## src/rtl/hb_cmd_pkg.sv

```systemverilog
package hb_cmd_pkg;

    localparam int HB_LEGS   = 2;
    localparam int HB_NUM_IN = 9;

    // bit positions inside the synchronized input word
    localparam int IX_POL_A = 0;
    localparam int IX_POL_B = 1;
    localparam int IX_DIS   = 2;
    localparam int IX_EN    = 3;
    localparam int IX_UV    = 4;
    localparam int IX_OT    = 5;
    localparam int IX_COOL  = 6;
    localparam int IX_SC    = 7;
    localparam int IX_FOFF  = 8;

    // undriven pin levels: polarities high, disabled, asleep, cooled
    localparam logic [HB_NUM_IN-1:0] HB_IN_DEFAULT = 9'b0_0_1_0_0_0_1_1_1;

    typedef enum logic [2:0] {
        FS_SLEEP = 3'd0,
        FS_HOLD  = 3'd1,
        FS_RUN   = 3'd2,
        FS_UVLO  = 3'd3,
        FS_LATCH = 3'd4,
        FS_COOL  = 3'd5
    } hb_mode_e;

    typedef enum logic [1:0] {
        LEG_OFF = 2'd0,
        LEG_HI  = 2'd1,
        LEG_LO  = 2'd2
    } hb_leg_e;

endpackage

```

## src/rtl/hb_sync.sv

```systemverilog
module hb_sync #(
    parameter int             W       = 1,
    parameter logic [W-1:0]   RST_VAL = '0
) (
    input  logic         clk,
    input  logic         rst_n,
    input  logic [W-1:0] async_i,
    output logic [W-1:0] sync_o
);

    logic [W-1:0] meta_q;
    logic [W-1:0] stable_q;

    always_ff @(posedge clk or negedge rst_n) begin
        if (!rst_n) begin
            meta_q   <= RST_VAL;
            stable_q <= RST_VAL;
        end else begin
            meta_q   <= async_i;
            stable_q <= meta_q;
        end
    end

    assign sync_o = stable_q;

endmodule

```

## src/rtl/hb_mode_fsm.sv

```systemverilog
module hb_mode_fsm
    import hb_cmd_pkg::*;
(
    input  logic clk,
    input  logic rst_n,
    input  logic s_dis,
    input  logic s_en,
    input  logic s_uv,
    input  logic s_ot,
    input  logic s_cool,
    input  logic s_sc,
    output logic run_o,
    output logic sf_n_o,
    output logic sleep_o
);

    hb_mode_e state_q, state_n;
    hb_mode_e settle;
    logic     prev_dis_q, prev_en_q;
    logic     trip_q, trip_n;
    logic     dis_fall, en_rise, clr;

    assign dis_fall = prev_dis_q & ~s_dis;
    assign en_rise  = ~prev_en_q & s_en;
    assign clr      = dis_fall | en_rise;

    // destination for an awake bridge that is not held in the latch
    always_comb begin
        if (s_sc || s_ot)
            settle = FS_LATCH;
        else if (trip_q && !s_cool)
            settle = FS_COOL;
        else if (s_uv)
            settle = FS_UVLO;
        else if (s_dis)
            settle = FS_HOLD;
        else
            settle = FS_RUN;
    end

    always_comb begin
        state_n = state_q;
        unique case (state_q)
            FS_SLEEP: if (s_en) state_n = settle;          // wake
            FS_LATCH: begin
                if (!s_en)     state_n = FS_SLEEP;         // doze
                else if (clr)  state_n = settle;           // release
            end
            FS_HOLD, FS_RUN, FS_UVLO, FS_COOL: begin
                if (!s_en)     state_n = FS_SLEEP;         // doze
                else           state_n = settle;           // trip, cool-done, moves
            end
            default:           state_n = FS_SLEEP;
        endcase
    end

    always_comb begin
        if (state_n == FS_LATCH && s_ot)
            trip_n = 1'b1;
        else if (s_cool)
            trip_n = 1'b0;
        else
            trip_n = trip_q;
    end

    always_ff @(posedge clk or negedge rst_n) begin
        if (!rst_n) begin
            state_q    <= FS_SLEEP;
            trip_q     <= 1'b0;
            prev_dis_q <= HB_IN_DEFAULT[IX_DIS];
            prev_en_q  <= HB_IN_DEFAULT[IX_EN];
        end else begin
            state_q    <= state_n;
            trip_q     <= trip_n;
            prev_dis_q <= s_dis;
            prev_en_q  <= s_en;
        end
    end

    always_comb begin
        run_o   = 1'b0;
        sf_n_o  = 1'b1;
        sleep_o = 1'b0;
        unique case (state_q)
            FS_SLEEP: sleep_o = 1'b1;
            FS_RUN:   run_o   = 1'b1;
            FS_HOLD,
            FS_UVLO,
            FS_LATCH,
            FS_COOL:  sf_n_o  = 1'b0;
            default:  sleep_o = 1'b1;
        endcase
    end

    AST_DIS_BLOCKS_RUN: assert property (@(posedge clk) disable iff (!rst_n)
        s_dis |=> (state_q != FS_RUN));

    AST_LATCH_HOLDS: assert property (@(posedge clk) disable iff (!rst_n)
        (state_q == FS_LATCH && s_en && !clr) |=> (state_q == FS_LATCH));

    AST_UV_NO_RUN: assert property (@(posedge clk) disable iff (!rst_n)
        (s_uv && s_en) |=> (state_q != FS_RUN));

endmodule

```

## src/rtl/hb_leg.sv

```systemverilog
module hb_leg
    import hb_cmd_pkg::*;
#(
    parameter int DEAD_CYC = 4
) (
    input  logic clk,
    input  logic rst_n,
    input  logic drive_en,
    input  logic pol,
    output logic hs_o,
    output logic ls_o
);

    localparam int CW = (DEAD_CYC < 1) ? 1 : $clog2(DEAD_CYC + 1);
    localparam logic [CW-1:0] GAP_MAX = CW'(DEAD_CYC);

    hb_leg_e       side_q, side_n, tgt;
    logic [CW-1:0] off_cnt_q, off_cnt_n;
    logic          gap_done;

    assign gap_done = (off_cnt_q >= GAP_MAX);

    always_comb begin
        if (!drive_en)
            tgt = LEG_OFF;
        else if (pol)
            tgt = LEG_HI;
        else
            tgt = LEG_LO;
    end

    always_comb begin
        side_n = LEG_OFF;
        unique case (side_q)
            LEG_OFF: if (tgt != LEG_OFF && gap_done) side_n = tgt;
            LEG_HI:  if (tgt == LEG_HI)              side_n = LEG_HI;
            LEG_LO:  if (tgt == LEG_LO)              side_n = LEG_LO;
            default:                                 side_n = LEG_OFF;
        endcase
    end

    always_comb begin
        if (side_n != LEG_OFF)
            off_cnt_n = '0;
        else if (off_cnt_q != GAP_MAX)
            off_cnt_n = off_cnt_q + 1'b1;
        else
            off_cnt_n = off_cnt_q;
    end

    always_ff @(posedge clk or negedge rst_n) begin
        if (!rst_n) begin
            side_q    <= LEG_OFF;
            off_cnt_q <= '0;
        end else begin
            side_q    <= side_n;
            off_cnt_q <= off_cnt_n;
        end
    end

    always_comb begin
        hs_o = (side_q == LEG_HI);
        ls_o = (side_q == LEG_LO);
    end

    AST_NO_SHOOT_THRU: assert property (@(posedge clk) disable iff (!rst_n)
        !(hs_o && ls_o));

    AST_ON_FROM_OFF: assert property (@(posedge clk) disable iff (!rst_n)
        (side_q != LEG_OFF && side_q != $past(side_q)) |-> ($past(side_q) == LEG_OFF));

endmodule

```

## src/rtl/hb_cmd_top.sv

```systemverilog
module hb_cmd_top
    import hb_cmd_pkg::*;
#(
    parameter int DEAD_CYC = 4
) (
    input  logic               clk,
    input  logic               rst_n,
    input  logic               pol_a_i,
    input  logic               pol_b_i,
    input  logic               dis_i,
    input  logic               en_i,
    input  logic               uv_i,
    input  logic               ot_i,
    input  logic               cool_i,
    input  logic               sc_i,
    input  logic               force_off_i,
    output logic [HB_LEGS-1:0] hs_o,
    output logic [HB_LEGS-1:0] ls_o,
    output logic               sf_n_o,
    output logic               sleep_o
);

    logic [HB_NUM_IN-1:0] raw_in, s_in;
    logic [HB_LEGS-1:0]   s_pol;
    logic                 run, drive_en;

    always_comb begin
        raw_in           = '0;
        raw_in[IX_POL_A] = pol_a_i;
        raw_in[IX_POL_B] = pol_b_i;
        raw_in[IX_DIS]   = dis_i;
        raw_in[IX_EN]    = en_i;
        raw_in[IX_UV]    = uv_i;
        raw_in[IX_OT]    = ot_i;
        raw_in[IX_COOL]  = cool_i;
        raw_in[IX_SC]    = sc_i;
        raw_in[IX_FOFF]  = force_off_i;
    end

    hb_sync #(
        .W       (HB_NUM_IN),
        .RST_VAL (HB_IN_DEFAULT)
    ) u_sync (
        .clk     (clk),
        .rst_n   (rst_n),
        .async_i (raw_in),
        .sync_o  (s_in)
    );

    hb_mode_fsm u_mode (
        .clk     (clk),
        .rst_n   (rst_n),
        .s_dis   (s_in[IX_DIS]),
        .s_en    (s_in[IX_EN]),
        .s_uv    (s_in[IX_UV]),
        .s_ot    (s_in[IX_OT]),
        .s_cool  (s_in[IX_COOL]),
        .s_sc    (s_in[IX_SC]),
        .run_o   (run),
        .sf_n_o  (sf_n_o),
        .sleep_o (sleep_o)
    );

    assign drive_en = run & ~s_in[IX_FOFF];
    assign s_pol    = {s_in[IX_POL_B], s_in[IX_POL_A]};

    for (genvar g = 0; g < HB_LEGS; g++) begin : g_leg
        hb_leg #(
            .DEAD_CYC (DEAD_CYC)
        ) u_leg (
            .clk      (clk),
            .rst_n    (rst_n),
            .drive_en (drive_en),
            .pol      (s_pol[g]),
            .hs_o     (hs_o[g]),
            .ls_o     (ls_o[g])
        );
    end

    AST_FORCE_OFF_GATES: assert property (@(posedge clk) disable iff (!rst_n)
        s_in[IX_FOFF] |=> (hs_o == '0 && ls_o == '0));

    AST_SLEEP_FOLLOWS_EN: assert property (@(posedge clk) disable iff (!rst_n)
        !s_in[IX_EN] |=> (sleep_o && sf_n_o));

endmodule

```

## config.mk

```make
export PLATFORM = sky130hd
export DESIGN_NAME = hb_cmd_top
export DESIGN_NICKNAME = d
export VERILOG_FILES = /design/src/rtl/hb_cmd_pkg.sv /design/src/rtl/hb_sync.sv /design/src/rtl/hb_mode_fsm.sv /design/src/rtl/hb_leg.sv /design/src/rtl/hb_cmd_top.sv
export SDC_FILE = /design/constraint.sdc
export NUM_CORES = 1
export LEC_CHECK = 0
export BUFFER_PORTS_ARGS = -buffer_cell sky130_fd_sc_hd__buf_2
export CAP_MARGIN = 25
export CORE_MARGIN = 8
export CORE_UTILIZATION = 25
export CTS_CLUSTER_SIZE = 30
export DETAILED_ROUTE_END_ITERATION = 8
export PLACE_DENSITY = 0.52
export SYNTH_ARGS = -nofsm -noshare
export SYNTH_HDL_FRONTEND = slang
export SYNTH_SLANG_ARGS = --single-unit
```

## constraint.sdc

```tcl
create_clock -name clk -period 1.9 [get_ports clk]
set_clock_uncertainty 0.05 [all_clocks]
set_input_delay 0.095 -clock clk [delete_from_list [all_inputs] [get_ports clk]]
set_output_delay 0.095 -clock clk [all_outputs]
set_load 0.01 [all_outputs]
```

==> Word level (Yosys, flattened, before mapping) <==
Cells that the tools add are included.
{ "word_totals": {"input_bits": 11, "register_bits": 34, "wordCells": 86, "output_inout_bits": 6} }
{ "classes": {"muxes": 30, "bitwise": 7, "magnitude_cmp": 2, "eq_ne": 16, "reduce_logical": 19, "n_addsub": 2} }
{ "op_table": {"columns": ["operator", "count"], "rows": [
  ["3-bit two-way mux", 11],
  ["2-bit two-way mux", 9],
  ["2-bit nonzero test", 7],
  ["2-bit one-hot mux with 3 select lines", 2],
  ["3-bit equality test, second input constant", 3],
  ["3-bit one-hot mux with 3 select lines", 1],
  ["2-bit by 1-bit equality test with 1-bit output, second input constant", 4],
  ["2-bit equality test, second input constant", 4],
  ["4-bit OR reduction", 2],
  ["1-bit two-way mux", 7],
  ["3-bit by 1-bit adder with 3-bit output, second input constant", 2],
  ["3-bit by 2-bit equality test with 1-bit output, second input constant", 2],
  ["3-bit greater-or-equal comparator, second input constant", 2],
  ["3-bit != test, second input constant", 2],
  ["5-bit OR reduction", 1],
  ["1-bit logical AND", 4],
  ["2-bit zero test", 2],
  ["1-bit AND", 3],
  ["3-bit by 1-bit equality test with 1-bit output, second input constant", 1],
  ["3-bit zero test", 1],
  ["1-bit NOT", 3],
  ["1-bit zero test", 1],
  ["1-bit logical OR", 1],
  ["1-bit OR", 1]
]} }

==> Longest topological paths before layout <==
{ "logic_depth": {"ltp_word": 10, "mapped_depth": 5, "depth_no_buf": 5} }

==> Modules after synthesis <==
Synthesis repeated with hierarchy kept, for this count alone.
{ "hier_totals": {"cells_unflattened": 96, "area_unflattened_um2": 1303.8} }
{ "modules_own_cells": {"columns": ["mod", "seq_area_each_um2", "n_inst", "area_each_um2", "cells_each"], "rows": [
  ["hb_leg", 125.1, 2, 274.0, 25],
  ["hb_sync", 460.4, 1, 460.4, 18],
  ["hb_mode_fsm", 151.4, 1, 281.5, 27],
  ["hb_cmd_top", 0.0, 1, 13.8, 1]
]} }

==> Worst setup path after synthesis <==
OpenSTA, ideal clock, no wires.
{ "synth_timing": {"kind": "reg2reg", "start": "register u_mode.state_q[2]", "end": "register g_leg[0].u_leg.off_cnt_q[2]", "period_less_slack_ns": 1.671, "arrival_time_ns": 1.486, "slack_ns": 0.229, "n_path_buf": 1, "required_ns": 1.715, "stages_incl_launch_ff": 5, "setup_ns": 0.135, "cell_sequence": "dfrtp_1 -> or4b_1 -> buf_2 -> a2111oi_4 -> nor3_1"} }
{ "synth_between": {"elab_chain_cells": 10, "word_cells_on_any_way": 15, "classes_between": "3 x eq/ne; 7 x mux; 1 x bitwise; 4 x reduce/logical"} }
{ "synth_lines": {"columns": ["element", "line_no", "source"], "rows": [
  ["from (decl)", "hb_mode_fsm.sv:17", "hb_mode_e state_q, state_n;"],
  ["from (signal assigned)", "hb_mode_fsm.sv:73", "state_q <= state_n;"],
  ["3-bit by 2-bit equality test with 1-bit output (*)", "hb_mode_fsm.sv:84", "unique case (state_q)"],
  ["1-bit two-way mux (*)", "hb_mode_fsm.sv:84", null],
  ["1-bit AND (*)", "hb_cmd_top.sv:64", "assign drive_en = run & ~s_in[IX_FOFF];"],
  ["2-bit two-way mux (*)", "hb_leg.sv:24", "if (!drive_en)"],
  ["2-bit nonzero test", "hb_leg.sv:35", "LEG_OFF: if (tgt != LEG_OFF && gap_done) side_n = tgt;"],
  ["1-bit logical AND", "hb_leg.sv:35", null],
  ["2-bit two-way mux", "hb_leg.sv:35", null],
  ["2-bit one-hot mux with 3 select lines (*)", "hb_leg.sv:34", "unique case (side_q)"],
  ["2-bit nonzero test (*)", "hb_leg.sv:43", "if (side_n != LEG_OFF)"],
  ["3-bit two-way mux / 2-bit nonzero test (equally long branches)", null, null],
  ["to (signal assigned)", "hb_leg.sv:57", "off_cnt_q <= off_cnt_n;"],
  ["to (decl)", "hb_leg.sv:18", "logic [CW-1:0] off_cnt_q, off_cnt_n;"]
]} }
Mark *: on every way between the ends. The rest lies on a longest branch, timed or not.
A chain may end at the register's enable or synchronous reset.

==> Final worst setup path <==
Same ends and word-level chain as after synthesis.

==> metrics.cfg <==
[floorplanning]
die_x_um = 88.6
core_area_sq_um = 5110
dieArea_sq_um = 7860
fp.dieH_um = 88.6
pin_count = 17
start_util_pct = 25.8
row_count = 26

[logic_synthesis]
synth.most_common_cell = dfrtp_1
synth_area_sq_um = 1320
syn_avg_cell_area_sq_um = 12.7
synth_nets = 119
synth_top_area_share_pct = 47.4
yosysTopAreaCell = dfrtp_1
ys_types = 25
syn-instance-count = 104
yosysSeqAreaShare_pct = 65.4
ys_seq_elements = 34
async_flop_share_pct = 100
yosysWarnings = 0
synth_edf_count = 0
yosys-top-cells-area = dfrtp_1 (47%), dfstp_2 (18%), nor2b_1 (4.3%), a2111oi_4 (4.2%), ha_1 (3.8%)
synthTopCellsByCount = dfrtp_1 (25), nor2_1 (12), dfstp_2 (9), nor2b_1 (9), nand2_1 (8)
ys.flop_type = dfrtp_1

[critical_path]
critPathMaxStageDelay_ps = 690
worst_r2r_endpoint = g_leg[0].u_leg.off_cnt_q[2]
path_cells = or4b_1, a2111oi_4, nor3_1
cp.arrival_ps = 1910
critPathLaunchType = flip-flop
required_ps = 1990
reg2reg_depth = 3
crit_type = reg2reg
rr_startpoint = u_mode.state_q[2]
crit_path_max_fanout = 6
slowest_stage = or4b_1
reg2reg_slack_ps = 80
cp-end-kind = flip-flop

[power_and_ir_drop]
ir_worst_vdd_mv = 0.538
total_power_mw = 1.90
power.leakage_nw = 0.745
power_density_nw_per_um2 = 1140

[grt]
grt_max_degree = 35
grt_pass1_vias = 840
grt_use_total_pct = 6.07
antenna_found_initial = 0
grt_pass1_wl_mm = 3.61
gr-total-overflow = 0

[timing]
finalSetupViolCount = 0
fin_tns_setup_ps = 0
hold_violations = 0
fin_crit_sh_pct = 95.7
min_period_ps = 1820
worst_pin_slew_ps = 717
rsz0062_at_grt = no
drv_slew = 0
maxSlewHeadroom_pct = 52.2
hold_slack_ps = 298
fmax_ghz = 0.550
layout_setup_ws_ps = 82.2

[min_path]
hp-start = u_sync.meta_q[4]
min_path_type = reg2reg
whs_path_depth = 0
hold_end = u_sync.sync_o[4]

[placed_design]
placed_area_sq_um = 1450
gp_congestion = 0.734
dp_slack_ps = 94.5
hpwl_mm = 1.52
placed_cells = 185
port-buffer-count = 16

[drt]
route.detailed.drc = 0
drt-total-wl_mm = 2.05
vias = 812
drt_iter0_markers = 23
dr.pass1.iters = 4
via_per_inst = 4.00
wl_per_cell_um = 10.1
ant_nets = 0

[clocking]
clk_latency_ps = 270
cts_resized = 0
cts_htree_levels = 2
cts.path.max_buffers = 2
cts_buffers = 5
path_clk_slew_ps = 60
cts_root_buffer = clkbuf_8
cts_tree = yes
cts_num_sinks = 34

[outcome]
status = complete, no violations

[job]
maxCapViolCount = 0

[layout]
drive_above_1_share_pct = 26.3
layout.nets = 147
fin_util_pct = 32.5
stdcell_count = 203
fin_area_sq_um = 1660
fill_cells = 504
syn_to_final_growth_pct = 26.0
diodes = 0

## registers in the layout (all words and copies together), names as in the netlist
signal and flops:
u_mode.trip_q 1, g_leg.u_leg.side_q 4, g_leg.u_leg.off_cnt_q 6, u_sync.meta_q 9, u_mode.prev_dis_q 1, u_mode.prev_en_q 1, u_sync.sync_o 9, u_mode.state_q 3
## worst max-delay path, delay by kind of cell, from the launching register on
family	cells	cell delay [ps]
flip-flops	1	420
AND/OR/NAND/NOR	2	790
AO/OA/AOI/OAI	1	430
## cells by family (layout without fill, tap and decap cells)
| group | after synthesis | count (layout) | share of synthesized area [%] |
|---|---|---|---|
| DFF | 34 | 34 | 65.4 |
| xor gates and xnor gates | 2 | 2 | 1.33 |
| adders and majority gates | 4 | 4 | 3.80 |
| buffers and inverters | 10 | 39 | 4.08 |
| AOI/OAI and AO/OA | 10 | 10 | 8.35 |
| and+or+nand+nor | 44 | 44 | 17.1 |
## power breakdown
group / internal, mW / leakage [nW] / switching, mW
clock: 0.365 / 0.0575 / 0.230
sequential: 0.831 / 0.399 / 0.0933
combinational: 0.175 / 0.288 / 0.201
total: 1.37 / 0.745 / 0.524
## how the worst max path moves through the flow
stage / startpoint / to / slack (ps)
after floorplan: u_mode.state_q[2] / g_leg[0].u_leg.off_cnt_q[2] / 230
after global placement: u_mode.state_q[2] / g_leg[1].u_leg.off_cnt_q[2] / 120
after detailed placement: u_mode.state_q[2] / g_leg[0].u_leg.off_cnt_q[1] / 90
after CTS: u_mode.state_q[2] / g_leg[0].u_leg.off_cnt_q[1] / 80
after global routing: u_mode.state_q[2] / g_leg[1].u_leg.off_cnt_q[2] / 10
final: u_mode.state_q[2] / g_leg[0].u_leg.off_cnt_q[2] / 80
## layout by cell type, fill, tap and decap left out
cell type / instances
dfstp_2: 9
buf_2: 16
o21ai_0: 1
xnor2_1: 2
nand3b_1: 1
o211ai_1: 1
a2111oi_4: 2
o41ai_1: 1
nor2b_1: 9
inv_1: 5
a21oi_1: 2
nand2_1: 8
nor4_1: 2
or4b_1: 1
dfrtp_1: 25
a21o_1: 1
nor4b_1: 2
nor3_1: 6
o311ai_0: 1
nor2_1: 12
clkbuf_8: 8
a21boi_0: 1
ha_1: 4
nand3_1: 2
dlygate4sd3_1: 10
or3_1: 1
## layout make-up
type | instances | area (sq um) | share of cell area, %
well taps | 70 | 87.6 | 5.27
clock buffers | 8 | 110 | 6.63
flip-flops and latches | 34 | 862 | 51.9
inverters | 5 | 18.8 | 1.13
repair buffers | 26 | 180 | 10.8
multi-input cells | 60 | 403 | 24.2
## timing repair
action	4_1_cts	5_1_grt
hold buffers	10	0
hold endpoints to repair	34	0
buffers inserted	0	0
## layer usage
metal / global-route usage (%) / routed length, um / vias to the layer above / part of all wire, %
met4: 2.30 / 14 / 0 / 0.68
met2: 9.77 / 1020 / 22 / 50
li1: - / - / 403 / -
met1: 6.22 / 870 / 385 / 42
met5: 0 / 0 / - / 0
met3: 3.81 / 138 / 2 / 6.7
No activity file was read; power rests on OpenSTA's default activity.
